**src/rtl/rscds_pkg.sv**
```systemverilog
package rscds_pkg;

  typedef enum logic [2:0] {
    ST_IDLE,
    ST_SELECT,
    ST_SIGRAMP,
    ST_RSTPULSE,
    ST_RSTRAMP,
    ST_DRAIN
  } seqState_t;

  // strobes from the sequencer to the column datapath
  typedef struct packed {
    logic clrSig;
    logic clrRst;
    logic capSig;
    logic capRst;
    logic emit;
  } dpStrobe_t;

  function automatic int maxOf4(input int a, input int b, input int c, input int d);
    int m;
    m = a;
    if (b > m) m = b;
    if (c > m) m = c;
    if (d > m) m = d;
    return m;
  endfunction

endpackage

```
**src/rtl/rscds_ctrl.sv**
```systemverilog
module rscds_ctrl
  import rscds_pkg::*;
#(
  parameter int NUM_ROWS   = 128,
  parameter int NUM_COLS   = 128,
  parameter int ADC_BITS   = 8,
  parameter int SEL_CYCLES = 2,
  parameter int RST_CYCLES = 2
) (
  input  logic                        clk,
  input  logic                        rstN,
  input  logic                        startFrame,
  input  logic                        contMode,
  output logic [NUM_ROWS-1:0]         rowSel,
  output logic                        rowRst,
  output logic                        rampActive,
  output logic                        rampPhase,
  output logic [ADC_BITS-1:0]         rampCode,
  output logic [$clog2(NUM_ROWS)-1:0] rowIdx,
  output logic [$clog2(NUM_COLS)-1:0] colIdx,
  output logic                        frameDone,
  output dpStrobe_t                   stb
);
  localparam int ROW_W     = $clog2(NUM_ROWS);
  localparam int COL_W     = $clog2(NUM_COLS);
  localparam int RAMP_LAST = (1 << ADC_BITS) - 1;
  localparam int CNT_W     = maxOf4(ADC_BITS, COL_W, $clog2(SEL_CYCLES + 1),
                                    $clog2(RST_CYCLES + 1)) + 1;

  seqState_t        state;
  logic [CNT_W-1:0] cnt;
  logic             phaseLast;
  logic             lastRow;
  logic             inRow;

  always_comb begin
    case (state)
      ST_SELECT:   phaseLast = (cnt == CNT_W'(SEL_CYCLES - 1));
      ST_SIGRAMP,
      ST_RSTRAMP:  phaseLast = (cnt == CNT_W'(RAMP_LAST));
      ST_RSTPULSE: phaseLast = (cnt == CNT_W'(RST_CYCLES - 1));
      ST_DRAIN:    phaseLast = (cnt == CNT_W'(NUM_COLS - 1));
      default:     phaseLast = 1'b0;
    endcase
  end

  assign lastRow = (rowIdx == ROW_W'(NUM_ROWS - 1));

  always_ff @(posedge clk) begin
    if (!rstN) begin
      state     <= ST_IDLE;
      rowIdx    <= '0;
      cnt       <= '0;
      frameDone <= 1'b0;
    end else begin
      frameDone <= 1'b0;
      if (state == ST_IDLE) begin
        if (startFrame) begin
          state  <= ST_SELECT;
          rowIdx <= '0;
          cnt    <= '0;
        end
      end else if (phaseLast) begin
        cnt <= '0;
        case (state)
          ST_SELECT:   state <= ST_SIGRAMP;
          ST_SIGRAMP:  state <= ST_RSTPULSE;
          ST_RSTPULSE: state <= ST_RSTRAMP;
          ST_RSTRAMP:  state <= ST_DRAIN;
          default: begin
            if (lastRow) begin
              frameDone <= 1'b1;
              rowIdx    <= '0;
              state     <= contMode ? ST_SELECT : ST_IDLE;
            end else begin
              rowIdx <= rowIdx + ROW_W'(1);
              state  <= ST_SELECT;
            end
          end
        endcase
      end else begin
        cnt <= cnt + CNT_W'(1);
      end
    end
  end

  assign inRow = (state == ST_SELECT) || (state == ST_SIGRAMP) ||
                 (state == ST_RSTPULSE) || (state == ST_RSTRAMP);

  for (genvar r = 0; r < NUM_ROWS; r++) begin : g_rowDec
    assign rowSel[r] = inRow && (rowIdx == ROW_W'(r));
  end

  assign rowRst     = (state == ST_RSTPULSE);
  assign rampActive = (state == ST_SIGRAMP) || (state == ST_RSTRAMP);
  assign rampPhase  = (state == ST_RSTRAMP);
  assign rampCode   = cnt[ADC_BITS-1:0];
  assign colIdx     = cnt[COL_W-1:0];

  assign stb.clrSig = (state == ST_SELECT) && phaseLast;
  assign stb.clrRst = (state == ST_RSTPULSE) && phaseLast;
  assign stb.capSig = (state == ST_SIGRAMP);
  assign stb.capRst = (state == ST_RSTRAMP);
  assign stb.emit   = (state == ST_DRAIN);

endmodule

```
**src/rtl/rscds_datapath.sv**
```systemverilog
module rscds_datapath
  import rscds_pkg::*;
#(
  parameter int NUM_ROWS = 128,
  parameter int NUM_COLS = 128,
  parameter int ADC_BITS = 8
) (
  input  logic                        clk,
  input  logic                        rstN,
  input  dpStrobe_t                   stb,
  input  logic [NUM_COLS-1:0]         cmpHit,
  input  logic [ADC_BITS-1:0]         rampCode,
  input  logic [$clog2(NUM_ROWS)-1:0] rowIdx,
  input  logic [$clog2(NUM_COLS)-1:0] colIdx,
  output logic                        diffValid,
  output logic signed [ADC_BITS:0]    diffData,
  output logic [$clog2(NUM_ROWS)-1:0] diffRow,
  output logic [$clog2(NUM_COLS)-1:0] diffCol
);
  logic [ADC_BITS-1:0] sigVal [NUM_COLS];
  logic [ADC_BITS-1:0] rstVal [NUM_COLS];
  logic [NUM_COLS-1:0] sigHit;
  logic [NUM_COLS-1:0] rstHit;

  // first-crossing capture; a clear presets full scale for silent columns
  always_ff @(posedge clk) begin
    if (!rstN) begin
      sigHit <= '0;
      rstHit <= '0;
      for (int c = 0; c < NUM_COLS; c++) begin
        sigVal[c] <= '0;
        rstVal[c] <= '0;
      end
    end else begin
      for (int c = 0; c < NUM_COLS; c++) begin
        if (stb.clrSig) begin
          sigVal[c] <= '1;
          sigHit[c] <= 1'b0;
        end else if (stb.capSig && cmpHit[c] && !sigHit[c]) begin
          sigVal[c] <= rampCode;
          sigHit[c] <= 1'b1;
        end
        if (stb.clrRst) begin
          rstVal[c] <= '1;
          rstHit[c] <= 1'b0;
        end else if (stb.capRst && cmpHit[c] && !rstHit[c]) begin
          rstVal[c] <= rampCode;
          rstHit[c] <= 1'b1;
        end
      end
    end
  end

  always_ff @(posedge clk) begin
    if (!rstN) begin
      diffValid <= 1'b0;
      diffData  <= '0;
      diffRow   <= '0;
      diffCol   <= '0;
    end else begin
      diffValid <= stb.emit;
      if (stb.emit) begin
        diffData <= $signed({1'b0, sigVal[colIdx]}) - $signed({1'b0, rstVal[colIdx]});
        diffRow  <= rowIdx;
        diffCol  <= colIdx;
      end
    end
  end

endmodule

```
**src/rtl/rolling_cds_seq.sv**
```systemverilog
module rolling_cds_seq
  import rscds_pkg::*;
#(
  parameter int NUM_ROWS   = 128,
  parameter int NUM_COLS   = 128,
  parameter int ADC_BITS   = 8,
  parameter int SEL_CYCLES = 2,
  parameter int RST_CYCLES = 2
) (
  input  logic                        clk,
  input  logic                        rstN,
  input  logic                        startFrame,
  input  logic                        contMode,
  input  logic [NUM_COLS-1:0]         cmpHit,
  output logic [NUM_ROWS-1:0]         rowSel,
  output logic                        rowRst,
  output logic                        rampActive,
  output logic                        rampPhase,
  output logic [ADC_BITS-1:0]         rampCode,
  output logic                        diffValid,
  output logic signed [ADC_BITS:0]    diffData,
  output logic [$clog2(NUM_ROWS)-1:0] diffRow,
  output logic [$clog2(NUM_COLS)-1:0] diffCol,
  output logic                        frameDone
);
  localparam int ROW_W = $clog2(NUM_ROWS);
  localparam int COL_W = $clog2(NUM_COLS);

  dpStrobe_t        stb;
  logic [ROW_W-1:0] rowIdx;
  logic [COL_W-1:0] colIdx;

  rscds_ctrl #(
    .NUM_ROWS(NUM_ROWS), .NUM_COLS(NUM_COLS), .ADC_BITS(ADC_BITS),
    .SEL_CYCLES(SEL_CYCLES), .RST_CYCLES(RST_CYCLES)
  ) u_ctrl (
    .clk(clk), .rstN(rstN), .startFrame(startFrame), .contMode(contMode),
    .rowSel(rowSel), .rowRst(rowRst), .rampActive(rampActive),
    .rampPhase(rampPhase), .rampCode(rampCode), .rowIdx(rowIdx),
    .colIdx(colIdx), .frameDone(frameDone), .stb(stb)
  );

  rscds_datapath #(
    .NUM_ROWS(NUM_ROWS), .NUM_COLS(NUM_COLS), .ADC_BITS(ADC_BITS)
  ) u_dp (
    .clk(clk), .rstN(rstN), .stb(stb), .cmpHit(cmpHit), .rampCode(rampCode),
    .rowIdx(rowIdx), .colIdx(colIdx), .diffValid(diffValid),
    .diffData(diffData), .diffRow(diffRow), .diffCol(diffCol)
  );

endmodule

```
**config.mk**
```make
export PLATFORM = sky130hd
export DESIGN_NAME = rolling_cds_seq
export DESIGN_NICKNAME = d
export VERILOG_FILES = /design/src/rtl/rscds_pkg.sv /design/src/rtl/rscds_ctrl.sv /design/src/rtl/rscds_datapath.sv /design/src/rtl/rolling_cds_seq.sv
export SDC_FILE = /design/constraint.sdc
export NUM_CORES = 2
export LEC_CHECK = 0
export BUFFER_PORTS_ARGS = -buffer_cell sky130_fd_sc_hd__buf_4
export CORE_AREA = 2 2 441 443
export CTS_CLUSTER_DIAMETER = 40
export DETAILED_ROUTE_END_ITERATION = 7
export DIE_AREA = 0 0 443 445
export PLACE_DENSITY_LB_ADDON = 0.05
export SYNTH_ARGS = -nofsm -noshare
export SYNTH_HDL_FRONTEND = slang
export SYNTH_SLANG_ARGS = --single-unit
```
**constraint.sdc**
```tcl
create_clock -name clk -period 3.8 [get_ports clk]
set_input_delay 0 -clock clk [delete_from_list [all_inputs] [get_ports clk]]
set_output_delay 0 -clock clk [all_outputs]
set_load 0.01 [all_outputs]
```
==> qor.txt <==
Simple logic cell fraction of the synthesized area -> 9.22%
Failing checks -> negative setup slack
Leading area contributor after synthesis -> edfxtp_1
Critical Path AT -> 5200 ps
Flop pwr share -> 44.5%
Tightest Hold Check Type -> input pin to flop
Maximum clock insertion buffer count -> 4
Area growth syn-to-layout -> 20.0%
Crit path time final -> 4310 ps
Share of the synthesized area in the top cell type -> 56.3%
Register area -> 0.0677 mm2
Post-Syn Area -> 0.109 mm2
Mux share of post-synthesis cell area -> 10.6%
Syn_nets -> 8,947
Hold Path Sink -> u_dp.sigHit[18]
Post-synth ARST share -> 0%
Worst-path clk slew -> 60 ps
Hold path cells -> 4
F_max -> 232 MHz
EDFF count, synth -> 2,048
Sw Ratio -> 23.2%
Layout cells sized above 1 -> 19.5%
Least-Margin Pin Slew -> 1390 ps
TritonCTS clock tree -> done
Area of the core -> 0.192 mm2
Worst Reg-to-Reg Cells -> 16
Setup Skew -> 48.4 ps
Net switching power -> 0.0155 W
Initial DRC count -> 9,619
DRC errors left -> 0
Hold Path Origin -> cmpHit[18]
#FFs+latches synth -> 2,355
Largest net degree at the start of global routing -> 247
Clock share of power -> 48.3%
Leak -> 48.8 nW
RSZ-0062 raised after global routing -> yes
Critical setup path kind -> flop to flop
Crit start category -> flop
Post-route ant nets -> 0
Number of global-route vias before repair -> 74,864
Maximum VDD drop -> 0.435 mV
Synth Flop Type -> edfxtp_1
Routability-driven placement congestion ratio -> 0.947
Post-Syn Area per Cell -> 12.4 um2
Number of fill cells -> 13,620
Worst skew pair latency -> 960 ps
Multi-input gate area -> 0.0382 mm2
Height of the die -> 445 um
DIE AREA -> 0.197 mm2
XOR/XNOR share of the synthesized area -> 0.0481%
Headroom to the max-slew limit -> 6.30%
CP Capture Type -> flop
Worst Path Required -> 4690 ps
Clock Tree Root -> clkbuf_16
Via count -> 77,509
Main area contributors after synthesis -> edfxtp_1 56%, mux4_2 6.9%, dfxtp_1 5.6%
Max-slew violation count -> 0
Total grt overflow -> 0
TritonRoute pass-1 iters -> 6
Register area share after synthesis -> 62.0%
Final hold viol count -> 0
Pint -> 0.0513 W
Ys Warns -> 0
# IOs -> 296
Total track usage -> 34.9%
Mapped Cells -> 8,801
HPWL Detailed -> 223,000 um
Final period util -> 113%
Final number of setup-violating endpoints -> 7
Worst setup margin -> -510 ps
Power per cell area -> 510 mW/mm2
Gate power share -> 7.3%
FF-to-FF End -> u_dp.diffData[6]
Nets@finish -> 9,424
IO Port Bufs -> 295
Wire per inst -> 28.9 um
WHS -> 19.7 ps
Number of antenna violations at the first check in global routing -> 26
Max cap viols -> 0
Post-layout util -> 68.3%
Flop-to-flop setup slack -> -510 ps
TritonCTS Buffers -> 347
Adder-cell share of the synthesized area -> 0.167%
Largest family of logic cells by synthesized area -> compound AO/OA/AOI/OAI gates
H-tree depth -> 5
Die Wd -> 443 um
Via-to-Cell Ratio -> 6.41
Distinct cell type count after synthesis -> 61
CP max FO -> 12
Final wirelength -> 350,000 um
Initial Util -> 56.9%
Compound-Gate Fraction of Synth Area -> 14.3%
Clock sinks -> 2,355
Status -> finished, violations left
First-pass GRT wire length -> 506,000 um
Rows -> 161
-- logic make-up (layout without fill, tap and decap cells) --
kind of cell / count (synthesis) / count (layout)
flip-flops: 2355 / 2355
AND/OR/NAND/NOR: 2314 / 2314
AO/OA/AOI/OAI: 2410 / 2410
other: 0 / 11
buffers and inverters: 963 / 1717
XOR/XNOR: 6 / 6
multiplexers: 739 / 739
adder cells (fa/ha/maj): 14 / 14
-- registers in the layout, summed over array words and instances (netlist names), named ones only --
name              count
u_dp.diffData         9
u_dp.rstVal        1024
u_dp.rstHit         128
u_ctrl.cnt            9
u_dp.sigVal        1024
u_ctrl.frameDone      1
u_dp.sigHit         128
u_ctrl.state          2
u_ctrl.rowIdx         7
u_dp.diffCol          7
u_dp.diffRow          7
u_dp.diffValid        1
-- metrics by stage --
| stage | std cells | instance area (um2) | setup slack, ps | TNS [ps] | total power, W |
|---|---|---|---|---|---|
| after global routing | 12086 | 131000 | -528 | -2490 | 0.0683 |
| after detailed placement | 11167 | 116000 | -794 | -3990 | 0.0345 |
| after floorplan | 8801 | 109000 | 5.45 | 0 | 0.0327 |
| after global placement | 11167 | 116000 | -730 | -3650 | 0.0344 |
| after CTS | 12061 | 131000 | -457 | -1860 | 0.0668 |
| final | 12092 | 131000 | -510 | -2310 | 0.0668 |
-- how the worst max path moves through the flow --
stage | from | to | slack (ps) | cells after the start
final | flop | u_dp.diffData[6] | -510 | 16
after global routing | flop | u_dp.diffData[6] | -530 | 16
after detailed placement | flop | u_dp.diffData[6] | -790 | 16
after CTS | flop | u_dp.diffData[6] | -460 | 19
after global placement | flop | u_dp.diffData[6] | -730 | 16
after floorplan | flop | u_dp.diffData[8] | 5 | 18
-- metal layers --
layer / track usage, % / routed length [um]
met1: 45.9 / 132000
met2: 56.1 / 166000
met3: 6.20 / 31700
met4: 17.7 / 19400
met5: 0 / 69
-- repair_timing --
item	in CTS	in global routing
resized for setup	55	54
pin swaps	16	19
setup buffers	14	18
hold buffers	252	0
setup endpoints to repair	8	46
endpoints found under the hold margin	3323	0
gates cloned	3	3
-- power groups by stage --
stage | clock network (W) | registers [W] | logic [W]
floorplan | 0 | 0.0300 | 0.00271
global placement | 0 | 0.0302 | 0.00418
detailed placement | 0 | 0.0302 | 0.00426
CTS | 0.0324 | 0.0297 | 0.00468
global route | 0.0335 | 0.0298 | 0.00510
finish | 0.0323 | 0.0297 | 0.00485
-- Yosys cell counts, drive strengths merged (7+ instances only) --
| cell type | instances |
|---|---|
| edfxtp | 2048 |
| nand2 | 1280 |
| clkbuf | 787 |
| o21ai | 740 |
| a21boi | 518 |
| o21a | 496 |
| nor2 | 477 |
| mux2i | 402 |
| mux4 | 336 |
| dfxtp | 307 |
| a21oi | 277 |
| nand2b | 257 |
| a22oi | 207 |
| buf | 163 |
| nand3 | 108 |
| nor2b | 69 |
| a221oi | 64 |
| a31oi | 37 |
| a22o | 33 |
| and2 | 24 |
| nand4 | 22 |
| a211oi | 17 |
| nand3b | 15 |
| and3 | 14 |
| ha | 13 |
| inv | 13 |
| nor3 | 11 |
| or4b | 9 |
| nor4b | 8 |
| or3 | 8 |
| a21o | 7 |
-- area by class of cell --
| cell class | instances | area share [%] |
|---|---|---|
| Sequential cell | 2355 | 51.6 |
| Multi-Input combinational cell | 5483 | 29.1 |
| Timing Repair Buffer | 1078 | 7.85 |
| Clock buffer | 405 | 7.01 |
| Tap cell | 2526 | 2.41 |
| Clock inverter | 221 | 1.88 |
| Inverter | 13 | 0.0411 |
| Antenna cell | 11 | 0.0210 |
-- placed cells by master (no fill, tap or decap), types with 274 or more instances in the layout --
cell type | synthesis | layout
edfxtp_1 | 2048 | 2048
nand2_1 | 1280 | 1268
o21ai_0 | 739 | 732
buf_4 | 30 | 687
a21boi_0 | 516 | 516
o21a_1 | 496 | 496
nor2_1 | 477 | 464
mux2i_1 | 402 | 401
clkbuf_16 | 0 | 358
mux4_2 | 336 | 336
dfxtp_1 | 307 | 296
a21oi_1 | 277 | 274
-- worst max-delay path, stage by stage, from the launching register on --
cell and delay (ps):
dfxtp_4 390, buf_12 230, buf_16 170, buf_16 160, mux4_2 540, a22oi_2 190, nand4_1 310, buf_6 250
or4b_4 550, ha_4 300, a21o_1 120, a21oi_2 80, o21bai_2 190, buf_4 140, a21oi_2 50, or4b_4 510
nand3_2 70
Note: power is estimated with default switching activity, not from simulation.
